===== src/rtl/scsi_glue_pkg.sv =====
// Package: shared constants for the SCSI glue register block.
// Assumes byte-wide registers; bit positions below are fixed by the
// register contract and are decoded by the surrounding system.
package scsi_glue_pkg;
    localparam int unsigned REG_W      = 8;
    localparam int unsigned BYTES_W    = 3;
    localparam int unsigned IRQ_W      = 32;

    localparam int unsigned BIT_ENABLE = 0;
    localparam int unsigned BIT_RESET  = 1;
    localparam int unsigned BIT_DMADIR = 2;
    localparam int unsigned BIT_FLUSH  = 3;
    localparam int unsigned BIT_CPUDMA = 4;
    localparam int unsigned BIT_IMASK  = 5;
    localparam int unsigned BIT_FLAG7  = 7;

    // Fields scrubbed from the stored byte when a reset is commanded.
    localparam logic [REG_W-1:0] SCRUB_MASK =
        (8'h1 << BIT_IMASK) | (8'h1 << BIT_FLAG7) | (8'h1 << BIT_ENABLE);

    typedef enum logic {
        SEL_CMD  = 1'b0,
        SEL_BYTE = 1'b1
    } reg_sel_e;
endpackage


===== src/rtl/scsi_glue_decode.sv =====
// Module: access decoder. Qualifies a bus access as legal (one byte
// wide) and turns it into per-register write strobes plus a read
// enable. Assumes the access fields are stable during acc_valid.
module scsi_glue_decode
    import scsi_glue_pkg::*;
#(
    parameter int unsigned LEGAL_BYTES = 1
) (
    input  logic               acc_valid,
    input  logic               acc_write,
    input  logic               acc_offset,
    input  logic [BYTES_W-1:0] acc_bytes,
    output logic               wr_cmd,
    output logic               wr_byte,
    output logic               rd_ok
);
    logic legal;

    // Purpose: decide legality and fan out strobes.
    always_comb begin
        legal   = acc_valid && (acc_bytes == BYTES_W'(LEGAL_BYTES));
        wr_cmd  = legal && acc_write && (reg_sel_e'(acc_offset) == SEL_CMD);
        wr_byte = legal && acc_write && (reg_sel_e'(acc_offset) == SEL_BYTE);
        rd_ok   = legal && !acc_write;
    end

    // Guard: at most one register written per cycle.
    always_comb begin
        assert_single_strobe_R3: assert ($onehot0({wr_cmd, wr_byte}));
    end
endmodule


===== src/rtl/scsi_glue_cmd_reg.sv =====
// Module: command/status register (offset 0) with its write side
// effects: a one-clock chip reset pulse, scrubbing of selected fields
// and the CPU-DMA interrupt level. Assumes wr_en is a single-cycle
// qualified strobe from the decoder.
module scsi_glue_cmd_reg
    import scsi_glue_pkg::*;
(
    input  logic             clk,
    input  logic             rst_n,
    input  logic             wr_en,
    input  logic [REG_W-1:0] wdata,
    output logic [REG_W-1:0] value,
    output logic             chip_rst,
    output logic             dma_level
);
    logic             rst_cmd;
    logic [REG_W-1:0] next_value;

    // Purpose: form the byte to store from the written data.
    always_comb begin
        rst_cmd    = wdata[BIT_RESET];
        next_value = rst_cmd ? (wdata & ~SCRUB_MASK) : wdata;
    end

    // Purpose: stored byte, reset pulse and DMA interrupt level.
    always_ff @(posedge clk) begin
        if (!rst_n) begin
            value     <= '0;
            chip_rst  <= 1'b0;
            dma_level <= 1'b0;
        end else begin
            chip_rst <= wr_en && rst_cmd;
            if (wr_en) begin
                value     <= next_value;
                dma_level <= wdata[BIT_CPUDMA];
            end
        end
    end

    // The pulse drops after one clock unless a new reset write arrives.
    assert_pulse_one_clock_R5: assert property (@(posedge clk) disable iff (!rst_n)
        (chip_rst && !(wr_en && wdata[BIT_RESET])) |=> !chip_rst);

    // A reset write leaves the scrubbed fields clear in the stored byte.
    assert_scrub_applied_R4: assert property (@(posedge clk) disable iff (!rst_n)
        chip_rst |-> ((value & SCRUB_MASK) == '0));

    // The interrupt level changes only on a register 0 write.
    assert_level_hold_R6: assert property (@(posedge clk) disable iff (!rst_n)
        !wr_en |=> $stable(dma_level));
endmodule


===== src/rtl/scsi_glue_byte_reg.sv =====
// Module: plain read/write byte (offset 1). Holds a reset value given by
// parameter and changes only on its own write strobe.
module scsi_glue_byte_reg
    import scsi_glue_pkg::*;
#(
    parameter logic [REG_W-1:0] INIT = 8'h3C
) (
    input  logic             clk,
    input  logic             rst_n,
    input  logic             wr_en,
    input  logic [REG_W-1:0] wdata,
    output logic [REG_W-1:0] value
);
    // Purpose: store the written byte.
    always_ff @(posedge clk) begin
        if (!rst_n) begin
            value <= INIT;
        end else if (wr_en) begin
            value <= wdata;
        end
    end

    // Without its own strobe the byte does not move.
    assert_byte_stable_R8: assert property (@(posedge clk) disable iff (!rst_n)
        !wr_en |=> $stable(value));
endmodule


===== src/rtl/scsi_glue_csr.sv =====
// Module: top of the SCSI glue register block. Decodes byte accesses,
// holds the two registers, returns read data in the request cycle and
// places the CPU-DMA level at DMA_IRQ_BIT of the interrupt word.
// Assumes a synchronous active-low reset and single-cycle accesses.
module scsi_glue_csr
    import scsi_glue_pkg::*;
#(
    parameter logic [REG_W-1:0] REG1_INIT   = 8'h3C,
    parameter int unsigned      DMA_IRQ_BIT = 26
) (
    input  logic               clk,
    input  logic               rst_n,
    input  logic               acc_valid,
    input  logic               acc_write,
    input  logic               acc_offset,
    input  logic [BYTES_W-1:0] acc_bytes,
    input  logic [REG_W-1:0]   acc_wdata,
    output logic [REG_W-1:0]   acc_rdata,
    output logic               scsi_chip_rst,
    output logic [IRQ_W-1:0]   irq_status
);
    localparam int unsigned NUM_REGS = 2;

    logic             wr_cmd;
    logic             wr_byte;
    logic             rd_ok;
    logic             dma_level;
    logic [REG_W-1:0] regs [NUM_REGS];

    scsi_glue_decode #(.LEGAL_BYTES(1)) u_decode (
        .acc_valid  (acc_valid),
        .acc_write  (acc_write),
        .acc_offset (acc_offset),
        .acc_bytes  (acc_bytes),
        .wr_cmd     (wr_cmd),
        .wr_byte    (wr_byte),
        .rd_ok      (rd_ok)
    );

    scsi_glue_cmd_reg u_cmd (
        .clk       (clk),
        .rst_n     (rst_n),
        .wr_en     (wr_cmd),
        .wdata     (acc_wdata),
        .value     (regs[0]),
        .chip_rst  (scsi_chip_rst),
        .dma_level (dma_level)
    );

    scsi_glue_byte_reg #(.INIT(REG1_INIT)) u_byte (
        .clk   (clk),
        .rst_n (rst_n),
        .wr_en (wr_byte),
        .wdata (acc_wdata),
        .value (regs[1])
    );

    // Purpose: same-cycle read mux; zero when the access is not a legal read.
    always_comb begin
        acc_rdata = rd_ok ? regs[acc_offset] : '0;
    end

    // Purpose: place the DMA level at its bit of the interrupt word.
    always_comb begin
        irq_status              = '0;
        irq_status[DMA_IRQ_BIT] = dma_level;
    end

    // The pulse is only ever caused by a legal reset write at offset 0.
    assert_pulse_cause_R5: assert property (@(posedge clk) disable iff (!rst_n)
        scsi_chip_rst |-> ($past(rst_n) && $past(acc_valid && acc_write && !acc_offset
                           && acc_bytes == 3'd1 && acc_wdata[BIT_RESET])));

    // The interrupt bit follows bit 4 of a legal register 0 write.
    assert_irq_follows_R6: assert property (@(posedge clk) disable iff (!rst_n)
        ($past(rst_n) && $past(acc_valid && acc_write && !acc_offset && acc_bytes == 3'd1))
        |-> (irq_status[DMA_IRQ_BIT] == $past(acc_wdata[BIT_CPUDMA])));

    // Only the DMA bit of the interrupt word may ever be set.
    assert_irq_single_bit_R6: assert property (@(posedge clk) disable iff (!rst_n)
        $countones(irq_status) <= 1);

    // Illegal-width reads return zero.
    assert_bad_width_read_R7: assert property (@(posedge clk) disable iff (!rst_n)
        (acc_valid && !acc_write && acc_bytes != 3'd1) |-> (acc_rdata == '0));
endmodule


===== config.mk =====
export PLATFORM = sky130hd
export DESIGN_NAME = scsi_glue_csr
export DESIGN_NICKNAME = d
export VERILOG_FILES = /design/src/rtl/scsi_glue_pkg.sv /design/src/rtl/scsi_glue_decode.sv /design/src/rtl/scsi_glue_cmd_reg.sv /design/src/rtl/scsi_glue_byte_reg.sv /design/src/rtl/scsi_glue_csr.sv
export SDC_FILE = /design/constraint.sdc
export NUM_CORES = 1
export LEC_CHECK = 0
export CORE_MARGIN = 2
export CORE_UTILIZATION = 38
export DETAILED_ROUTE_END_ITERATION = 12
export PLACE_DENSITY = 0.78
export SLEW_MARGIN = 25
export SYNTH_ARGS = -nofsm -noshare
export SYNTH_HDL_FRONTEND = slang
export SYNTH_SLANG_ARGS = --single-unit
export TNS_END_PERCENT = 10

===== constraint.sdc =====
create_clock -name clk -period 1.25 [get_ports clk]
set_input_delay 0.125 -clock clk [delete_from_list [all_inputs] [get_ports clk]]
set_output_delay 0.125 -clock clk [all_outputs]
set_load 0.05 [all_outputs]

* Word-level counts from Yosys, hierarchy flattened
Index checks and enable logic that the tools add are counted.
** Operators by class
- $add $sub $neg :: 0
- $mul :: 0
- Div/mod/pow operators :: 0
- Magnitude comparators :: 1
- Eq/ne operators :: 1
- Shift operators :: 0
- Muxes and demuxes :: 5
- Bitwise gates (word level) :: 2
- Reduce and logical (&&, ||, !) cells :: 7
** Operators by type and width (count)
- 8-bit 2-to-1 mux :: 5
- 1-bit logical AND :: 6
- 3-bit by 1-bit equality test with 1-bit output, second input constant :: 1
- 2-bit greater-or-equal comparator, second input constant :: 1
- 1-bit inverter with 2-bit output :: 1
- 1-bit zero test :: 1
- 1-bit inverter :: 1
** Storage, ports and cells
- Register bits after elaboration :: 18
- Bits in latches :: 0
- Bits in writable memories :: 0
- Bits in read-only memories :: 0
- Output and inout port bits :: 41
- Memories kept :: 0

* Logic depth before layout (Yosys ltp)
Gate-level depths: netlist (run 1).
- Depth in word-level cells :: 5
- Gate-level depth with buffers :: 4
- Gate-level depth less buffers :: 3

* Cells and area by module
A second synthesis (run 1) with hierarchy kept.
** Second synthesis, totals
- Cell total of the unflattened synthesis :: 113
- Area, all modules :: 1076.0 um^2
** Modules (own cells, without submodules)
- scsi_glue_csr :: times used 1, cells each 50, area each 385.4 um^2, sequential area each 0.0 um^2
- scsi_glue_cmd_reg :: times used 1, cells each 33, area each 347.8 um^2, sequential area each 180.2 um^2
- scsi_glue_byte_reg :: times used 1, cells each 25, area each 291.5 um^2, sequential area each 160.2 um^2
- scsi_glue_decode :: times used 1, cells each 5, area each 51.3 um^2, sequential area each 0.0 um^2

* Worst setup path before layout (run 1)
OpenSTA, ideal clock, no wires.
- Path type :: input-to-output
- From :: in acc_bytes[2]
- To :: out acc_rdata[0]
- Arrival time :: 1361 ps
- Required time :: 1125 ps
- Slack :: -236 ps
- Cell stages on the path :: 4
- Path buffers :: 1
- Cells stage by stage :: and4bb_2 -> nand2b_1 -> clkbuf_1 -> nor2_1
** On the way
- Cells in the longest elaborated chain, start to end :: 4
** RTL lines
- start, declared :: RTL line scsi_glue_csr.sv:16 : input logic [BYTES_W-1:0] acc_bytes,
- 3-bit by 1-bit equality test with 1-bit output :: RTL line scsi_glue_decode.sv:21 : legal = acc_valid && (acc_bytes == BYTES_W'(LEGAL_BYTES));
- 1-bit logical AND :: RTL line scsi_glue_decode.sv:21
- 1-bit logical AND :: RTL line scsi_glue_decode.sv:24 : rd_ok = legal && !acc_write;
- 8-bit 2-to-1 mux :: RTL line scsi_glue_csr.sv:60 : acc_rdata = rd_ok ? regs[acc_offset] : '0;
- end, declared :: RTL line scsi_glue_csr.sv:18 : output logic [REG_W-1:0] acc_rdata,
Every way passes these cells.

* Worst setup path in the final report (run 1)
- From :: in acc_bytes[2]
- To :: out acc_rdata[5]
Same word-level chain as after synthesis.

==> flow_metrics.tcl, run 1 <==
set metrics [dict create \
    nNetsFinal 174 \
    grt_max_degree 28 \
    rsz0062_at_grt "no" \
    port_buffers 25 \
    synthTopCellsByCount "33 x buf_4, 20 x mux2i_1, 19 x nand2_1" \
    fin_skew_ns 0 \
    max_freq_ghz 0.829 \
    hold_violations 0 \
    min_delay_path_depth 3 \
    synth_compound_area_share_pct 2.84 \
    setup_tns_ns 0 \
    clk_latency_ns 0.28 \
    crit_path_cell_trace "clkdlybuf4s15_1 -> and4bb_2 -> nand2b_4 -> buf_8 -> nor2_4 -> buf_12" \
    multi_input_area_um2 673 \
    first_global_vias 802 \
    drive_gt1_share_pct 28.0 \
    cts_hold_buf 0 \
    viasPerCell 4.52 \
    drc 0 \
    drtPass1Iterations 4 \
    dieArea_um2 3220 \
    setup_violations 0 \
    status "completed" \
    cts.sinks 17 \
    hpwl_um 1580 \
    ios 57 \
    place_congestion 0.786 \
    finalCritPeriodShare_pct 96.5 \
    fp-row-count 19 \
    cts_tree "built" \
    syn_area_um2 1060 \
    peakVddDrop_v 0.000624 \
    worstSetupPathType "input port to primary output" \
    crit_path_max_incr_delay_ns 0.33 \
    vias 849 \
    critPathSlowestCell "and4bb_2" \
    p_per_area_nw_per_um2 762 \
    dp_cells 181 \
    synth-warning-count 0 \
    fin_util_pct 58.7 \
    die_x_um 56.8 \
    antenna_found_initial 0 \
    drt_wl_total_um 2260 \
    ys_dominant_reg_cell "dfxtp_1" \
    grt_pass1_wl_um 3660 \
    worstHoldPathType "input port to flop" \
    insertedDiodeCount 0 \
    fin_area_um2 1590 \
    crit_path_max_fanout 5 \
    synth_edf_count 0 \
    ys_ff_latch 17 \
    track_usage_pct 14.2 \
    postRouteAntennaNets 0 \
    end_kind "primary output" \
    yosys.area_share.simple_pct 17.8 \
    place_area_um2 1410 \
    layout.area.seq_um2 342 \
    coreArea_um2 2710 \
    synth_top_area_cell "dfxtp_1" \
    synthArstFlopShare_pct 0 \
    reg2reg_depth 2 \
    whs_ns 0.426 \
    htreeDepth 1 \
    crit_family "simple AND/OR/NAND/NOR gates" \
    root_buffer "clkbuf_4" \
    cp_num_buf_inv 3 \
    maxSlewViolCount 0 \
    ys_seq_area_share_pct 32.2 \
    drtIter0Drc 18 \
    arrival_ns 1.08 \
    cts_buffer_depth 2 \
    yosysMostFrequentCell "buf_4" \
    areaGrowthSynthToFinish_pct 50.2 \
    finalCriticalPeriod_ns 1.21 \
    synth_top_area_share_pct 32.2 \
    start_kind "input port" \
    fill_cells 232 \
    synth_top_family_by_area "buffers and inverters" \
    fin_cells 188 \
    cts_buffers 3 \
    overflow 0 \
    muxShareOfSynthArea_pct 18.9 \
    cts.reportedPaths.clkPinSlew_ns 0.09 \
    required_ns 1.12 \
    start_util_pct 39.1 \
    yosysUniqueCellTypes 17 \
    crit_cells 6 \
    cap_viol_max_count 0 \
    synthCells 124 \
    yosys.area_share.adder_pct 0 \
    synth_xor_area_share_pct 0 \
    synth_area_leaders "dfxtp_1 32%, buf_4 23%, mux2i_1 19%" \
    postSynthAreaPerCell_um2 8.54 \
    die_y_um 56.8 \
    leakagePower_uw 0.000649 \
    routedWlPerCell_um 12.0 \
]
[worst reg2reg max path, cell delays in order, from the launching register on]
cell	delay, ns
dfxtp_1	0.40
nand2_1	0.07
mux2i_1	0.14
[per-stage QoR]
step	total power, µW	worst slack (ns)
after floorplan	896	-0.106
after global placement	905	-0.293
after detailed placement	909	-0.313
after CTS	1220	0.0203
after global routing	1270	0.00169
final	1210	0.0441
[layout by cell type, fill, tap and decap left out, drive strengths merged, types with 3 or more instances in the layout]
cell type      instances
buf                   23
clkbuf                 4
clkdlybuf4s50          9
conb                  31
dfxtp                 17
dlygate4sd2            4
inv                    4
mux2i                 20
nand2                 19
nand3b                 3
nand4                  4
nor2                   8
o211ai                 4
[kinds of logic (layout without fill, tap and decap cells)]
group,after synthesis,count (layout)
other cells,1,31
compound gates,4,4
buf+inv,43,46
flops,17,17
mux,20,20
simple gates,39,39
[power by group]
group,internal (µW),switching [µW]
registers,546,3.73
clock network,124,164
logic,97.7,277
[worst paths after layout]
check | start | end | slack (ns)
worst max register to register | u_cmd.value[1] | u_cmd.value[1] | 0.58
worst min register to register | u_cmd.value[2] | u_cmd.value[2] | 0.49
worst min-delay path | acc_wdata[6] | u_byte.value[6] | 0.43
worst max-delay path | acc_bytes[2] | acc_rdata[5] | 0.04
[state kept, by name, indices dropped and copies added, names as in the netlist]
register,flops
u_byte.value,8
u_cmd.value,8
u_cmd.chip_rst,1
[routing by layer]
| metal | share of wire (%) | vias to the layer above | GRT usage (%) | wire [µm] |
|---|---|---|---|---|
| li1 | - | 410 | - | - |
| met1 | 37 | 403 | 16.9 | 845 |
| met2 | 57 | 34 | 26.4 | 1280 |
| met3 | 5.5 | 2 | 2.53 | 125 |
| met4 | 0.31 | 0 | 2.99 | 7 |
| met5 | 0 | - | 0 | 0 |
[what timing repair did]
item | 4_1_cts | 5_1_grt
resized for setup | 32 | 2
pin swaps | 6 | 1
setup buffers | 2 | 1
endpoints found under the setup margin | 8 | 2
[final cells by class]
cell class                 count  area share [%]
multi-input combinational     94            42.3
timing repair buffer          38            31.2
sequential                    17            21.5
tap                           31            2.44
clock buffer                   4            1.65
inverter                       4           0.944
Power figures use the tool's default switching activity.
==> run 2: changes to the inputs <==
CELL_PAD_IN_SITES_DETAIL_PLACEMENT = 1   (was not set)
CELL_PAD_IN_SITES_GLOBAL_PLACEMENT = 2   (was not set)
CORE_UTILIZATION = 21   (was 38)
PLACE_DENSITY = not set   (was 0.78)
PLACE_DENSITY_LB_ADDON = 0.1   (was not set)
==> run 2 against run 1 <==
Sequential cell count is the same. Wire length grew 14%. Critical path depth is the same. Final area grew 0.31%. Global-route usage shrank 5.0 points. Via count shrank 1.3%. Power grew 9.9%. Worst hold slack lost 0.040 ns. Largest power group unchanged. Highest routed layer unchanged.
==> flow_metrics.tcl, run 2 (same netlist as run 1, synthesis figures left out) <==
set metrics [dict create \
    drt_wl_total_um 2590 \
    drtIter0Drc 21 \
    maxSlewViolCount 0 \
    port_buffers 25 \
    cap_viol_max_count 0 \
    drc 0 \
    drive_gt1_share_pct 29.9 \
    cts_tree "built" \
    cp-endpoint "acc_rdata[2]" \
    grt_pass1_wl_um 3900 \
    end_kind "primary output" \
    reg2reg_depth 2 \
    setup_violations 0 \
    leakagePower_uw 0.000646 \
    drtPass1Iterations 5 \
    nNetsFinal 174 \
    fp-row-count 25 \
    final_cell_mix "31 x conb_1, 19 x nand2_1, 17 x dfxtp_1" \
    cts.sinks 17 \
    reg_top3 "u_byte.value: 8 flops, u_cmd.value: 8 flops, u_cmd.chip_rst: 1 flops" \
    coreArea_um2 4790 \
    antenna_found_initial 0 \
    peakVddDrop_v 0.000281 \
    track_usage_pct 9.25 \
    insertedDiodeCount 0 \
    max_freq_ghz 0.826 \
    crit_path_max_fanout 4 \
    multi_input_area_um2 643 \
    first_global_vias 808 \
    status "completed" \
    cts_buffer_depth 2 \
    root_buffer "clkbuf_8" \
    required_ns 1.12 \
    overflow 0 \
    rsz0062_at_grt "no" \
    layout.area.seq_um2 340 \
    postRouteAntennaNets 0 \
    pre_cts_ws_ns -0.366 \
    cts_hold_buf 0 \
    cts_buffers 3 \
    die_x_um 75.0 \
    r2r_slack_ns 0.59 \
    fin_ws_ns 0.0399 \
    routedWlPerCell_um 11.5 \
    arrival_ns 1.09 \
    final_common_cell "conb_1" \
    hpwl_um 2030 \
    startpoint "acc_bytes[2]" \
    place_congestion 0.712 \
    vias 838 \
    setup_tns_ns 0 \
    place_area_um2 1450 \
    clk_latency_ns 0.25 \
    reg2reg_to "u_cmd.value[4]" \
    start_util_pct 22.1 \
    finalCriticalPeriod_ns 1.21 \
    finalCritPeriodShare_pct 96.8 \
    start_kind "input port" \
    dieArea_um2 5620 \
    hold_violations 0 \
    p_per_area_nw_per_um2 834 \
    die_y_um 75.0 \
    fill_cells 555 \
    cts.reportedPaths.clkPinSlew_ns 0.07 \
    worstSetupPathType "input port to primary output" \
    crit-reg2reg-launch "u_cmd.value[4]" \
    grt_max_degree 28 \
    htreeDepth 1 \
    ios 57 \
    fin_area_um2 1600 \
    worstHoldPathType "input port to flop" \
    fin_skew_ns 0 \
    viasPerCell 3.74 \
    power_uw 1330 \
    areaGrowthSynthToFinish_pct 50.7 \
]
[run 2: cell types whose count changed in the layout (fill, tap and decap cells not counted), sizes merged]
cell	delta
clkinv	+1
dlygate4sd2	-1
[run 2: layer usage]
layer  global-route usage, %  vias to the layer above  share of wire, %  wire length (µm)
met3                    2.14                        2               8.0               206
met1                    11.1                      391                41              1060
met4                    3.57                        0               1.1                29
met2                    16.0                       37                50              1290
met5                       0                        -                 0                 0
li1                        -                      408                 -                 -
[run 2: where the power goes]
group          internal (µW)  switching [µW]
Sequential               546            3.32
Combinational           92.8             276
Clock                    221             192
[run 2: final cells by class]
cell class / instances / share of cell area [%]
Clock buffer: 3 / 2.59
Clock inverter: 1 / 0.314
Inverter: 4 / 0.941
Multi-Input combinational cell: 94 / 40.3
Sequential cell: 17 / 21.3
Tap cell: 67 / 5.25
Timing Repair Buffer: 38 / 29.3
[run 2: timing repair]
item,4_1_cts,5_1_grt
endpoints found under the setup margin,16,12
cloned,0,0
gates resized for setup,30,3
buffers inserted,1,0
pin swaps,9,0
[run 2: per-stage QoR]
stage / utilization (%) / instances / hold WS, ns
6_report: 33.3 / 224 / 0.386
5_1_grt: 33.3 / 224 / 0.409
4_1_cts: 33.4 / 224 / 0.467
3_5_place_dp: 30.2 / 219 / 0.455
3_3_place_gp: 30.2 / 219 / 0.444
2_1_floorplan: - / 154 / 0.267
[run 2: worst min path at each step]
stage	end	cells past startpoint	slack [ns]	from
floorplan	u_byte.value[0]	2	0.27	acc_wdata[0]
global placement	u_cmd.value[3]	2	0.44	u_cmd.value[3]
detailed placement	u_cmd.value[0]	2	0.45	u_cmd.value[0]
CTS	u_byte.value[7]	3	0.47	acc_wdata[7]
global route	u_byte.value[4]	4	0.41	acc_offset
finish	u_byte.value[3]	4	0.39	acc_offset
[run 2: critical path: stages]
cell             delay [ns]
clkdlybuf4s15_1        0.17
and4bb_2               0.33
nand2b_4               0.07
buf_8                  0.14
nor2_4                 0.10
buf_12                 0.14
==> run 3: changes to the inputs <==
CAP_MARGIN = 10   (was not set)
CORE_MARGIN = 1.5   (was 2)
SKIP_CTS_REPAIR_TIMING = 1   (was not set)
==> run 3 against run 2 <==
Sequential share of layout area decreased by 0.41 points. Worst hold slack got worse by 0.072 ns. Combinational power about the same. Wire length decreased by 1.4%. Largest power group unchanged. Maximum frequency increased by 0.57%. Via count increased by 0.60%. Power decreased by 0.26%. Count of clock-buffer cells in the layout increased by 1. Highest routed layer unchanged. Core utilization increased by 0.65 points. Critical endpoint is now acc_rdata[1].
==> flow_metrics.tcl, run 3 (same netlist as run 1, synthesis figures left out) <==
set metrics [dict create \
    grt_max_degree 28 \
    routedWlPerCell_um 11.2 \
    cts_buffers 3 \
    arrival_ns 1.08 \
    start_kind "input port" \
    cts.reportedPaths.clkPinSlew_ns 0.07 \
    pre_cts_ws_ns -0.355 \
    coreArea_um2 4790 \
    htreeDepth 1 \
    fin_skew_ns 0 \
    finalCritPeriodShare_pct 96.3 \
    start_util_pct 22.1 \
    setup_tns_ns 0 \
    track_usage_pct 9.40 \
    finalCriticalPeriod_ns 1.20 \
    drt_wl_total_um 2550 \
    dieArea_um2 5480 \
    leakagePower_uw 0.000722 \
    viasPerCell 3.71 \
    place_congestion 0.717 \
    final_common_cell "conb_1" \
    hpwl_um 1940 \
    maxSlewViolCount 0 \
    die_y_um 74.0 \
    overflow 0 \
    reg_top3 "u_byte.value: 8 flops, u_cmd.value: 8 flops, u_cmd.chip_rst: 1 flops" \
    fp-row-count 25 \
    drive_gt1_share_pct 26.9 \
    grt_pass1_wl_um 3760 \
    peakVddDrop_v 0.000289 \
    fin_ws_ns 0.0467 \
    status "completed" \
    cts_tree "built" \
    drtIter0Drc 25 \
    required_ns 1.12 \
    postRouteAntennaNets 0 \
    root_buffer "clkbuf_8" \
    cap_viol_max_count 0 \
    port_buffers 25 \
    clk_latency_ns 0.25 \
    worstHoldPathType "input port to flop" \
    worstSetupPathType "input port to primary output" \
    die_x_um 74.0 \
    setup_violations 0 \
    crit_path_max_fanout 5 \
    fin_util_pct 34.0 \
    antenna_found_initial 0 \
    cts_buffer_depth 2 \
    areaGrowthSynthToFinish_pct 53.7 \
    drtPass1Iterations 4 \
    p_per_area_nw_per_um2 816 \
    end_kind "primary output" \
    nNetsFinal 177 \
    hold_violations 0 \
    cts.sinks 17 \
    first_global_vias 807 \
    drc 0 \
    insertedDiodeCount 0 \
    final_cell_mix "31 x conb_1, 19 x nand2_1, 17 x mux2i_1, 17 x dfxtp_1, 13 x buf_12" \
    ios 57 \
    vias 843 \
    max_freq_ghz 0.831 \
]
==> run 3: per-stage QoR <==
| step | total power, µW | hold slack (ns) | cell area, µm² | instances |
|---|---|---|---|---|
| after floorplan | 896 | 0.267 | 1190 | 154 |
| after global placement | 915 | 0.443 | 1480 | 221 |
| after detailed placement | 916 | 0.454 | 1480 | 221 |
| after CTS | 1340 | 0.464 | 1520 | 225 |
| after global routing | 1390 | 0.335 | 1630 | 227 |
| final | 1330 | 0.313 | 1630 | 227 |
==> run 3: worst max-delay path, stage by stage <==
cell and delay, ns:
dlymetal6s2s_1 0.11, and4bb_2 0.36, nand2b_4 0.08, buf_12 0.15, nor2_4 0.10, buf_12 0.14
==> run 3: final cells by class <==
| cell class | instances | area (µm²) |
|---|---|---|
| inverters | 4 | 15.0 |
| flip-flops and latches | 17 | 340 |
| clock buffers | 4 | 45.0 |
| well taps | 67 | 83.8 |
| multi-input cells | 94 | 616 |
| fillers | 575 | 3160 |
| repair buffers | 41 | 527 |
==> run 3: report_power, final <==
part | leakage [µW] | switching, µW | total, µW | internal (µW)
registers | 0.000137 | 2.58 | 548 | 546
logic | 0.000562 | 274 | 368 | 94.2
clock network | 0.0000228 | 185 | 411 | 226
total | 0.000722 | 462 | 1330 | 866
==> run 3: layer usage <==
metal	global-route usage (%)	up-vias	wire, µm
li1	-	413	-
met1	11.6	394	1080
met2	15.5	34	1280
met3	2.30	2	168
met4	4.32	0	25
met5	0	-	0
==> run 3: final timing paths <==
check / start / to / depth (start not counted) / slack (ns)
min: acc_write / u_byte.value[3] / 3 / 0.31
max: acc_bytes[2] / acc_rdata[1] / 6 / 0.05
min reg2reg: u_byte.value[7] / u_byte.value[7] / 2 / 0.46
max reg2reg: u_cmd.value[4] / u_cmd.value[4] / 2 / 0.56
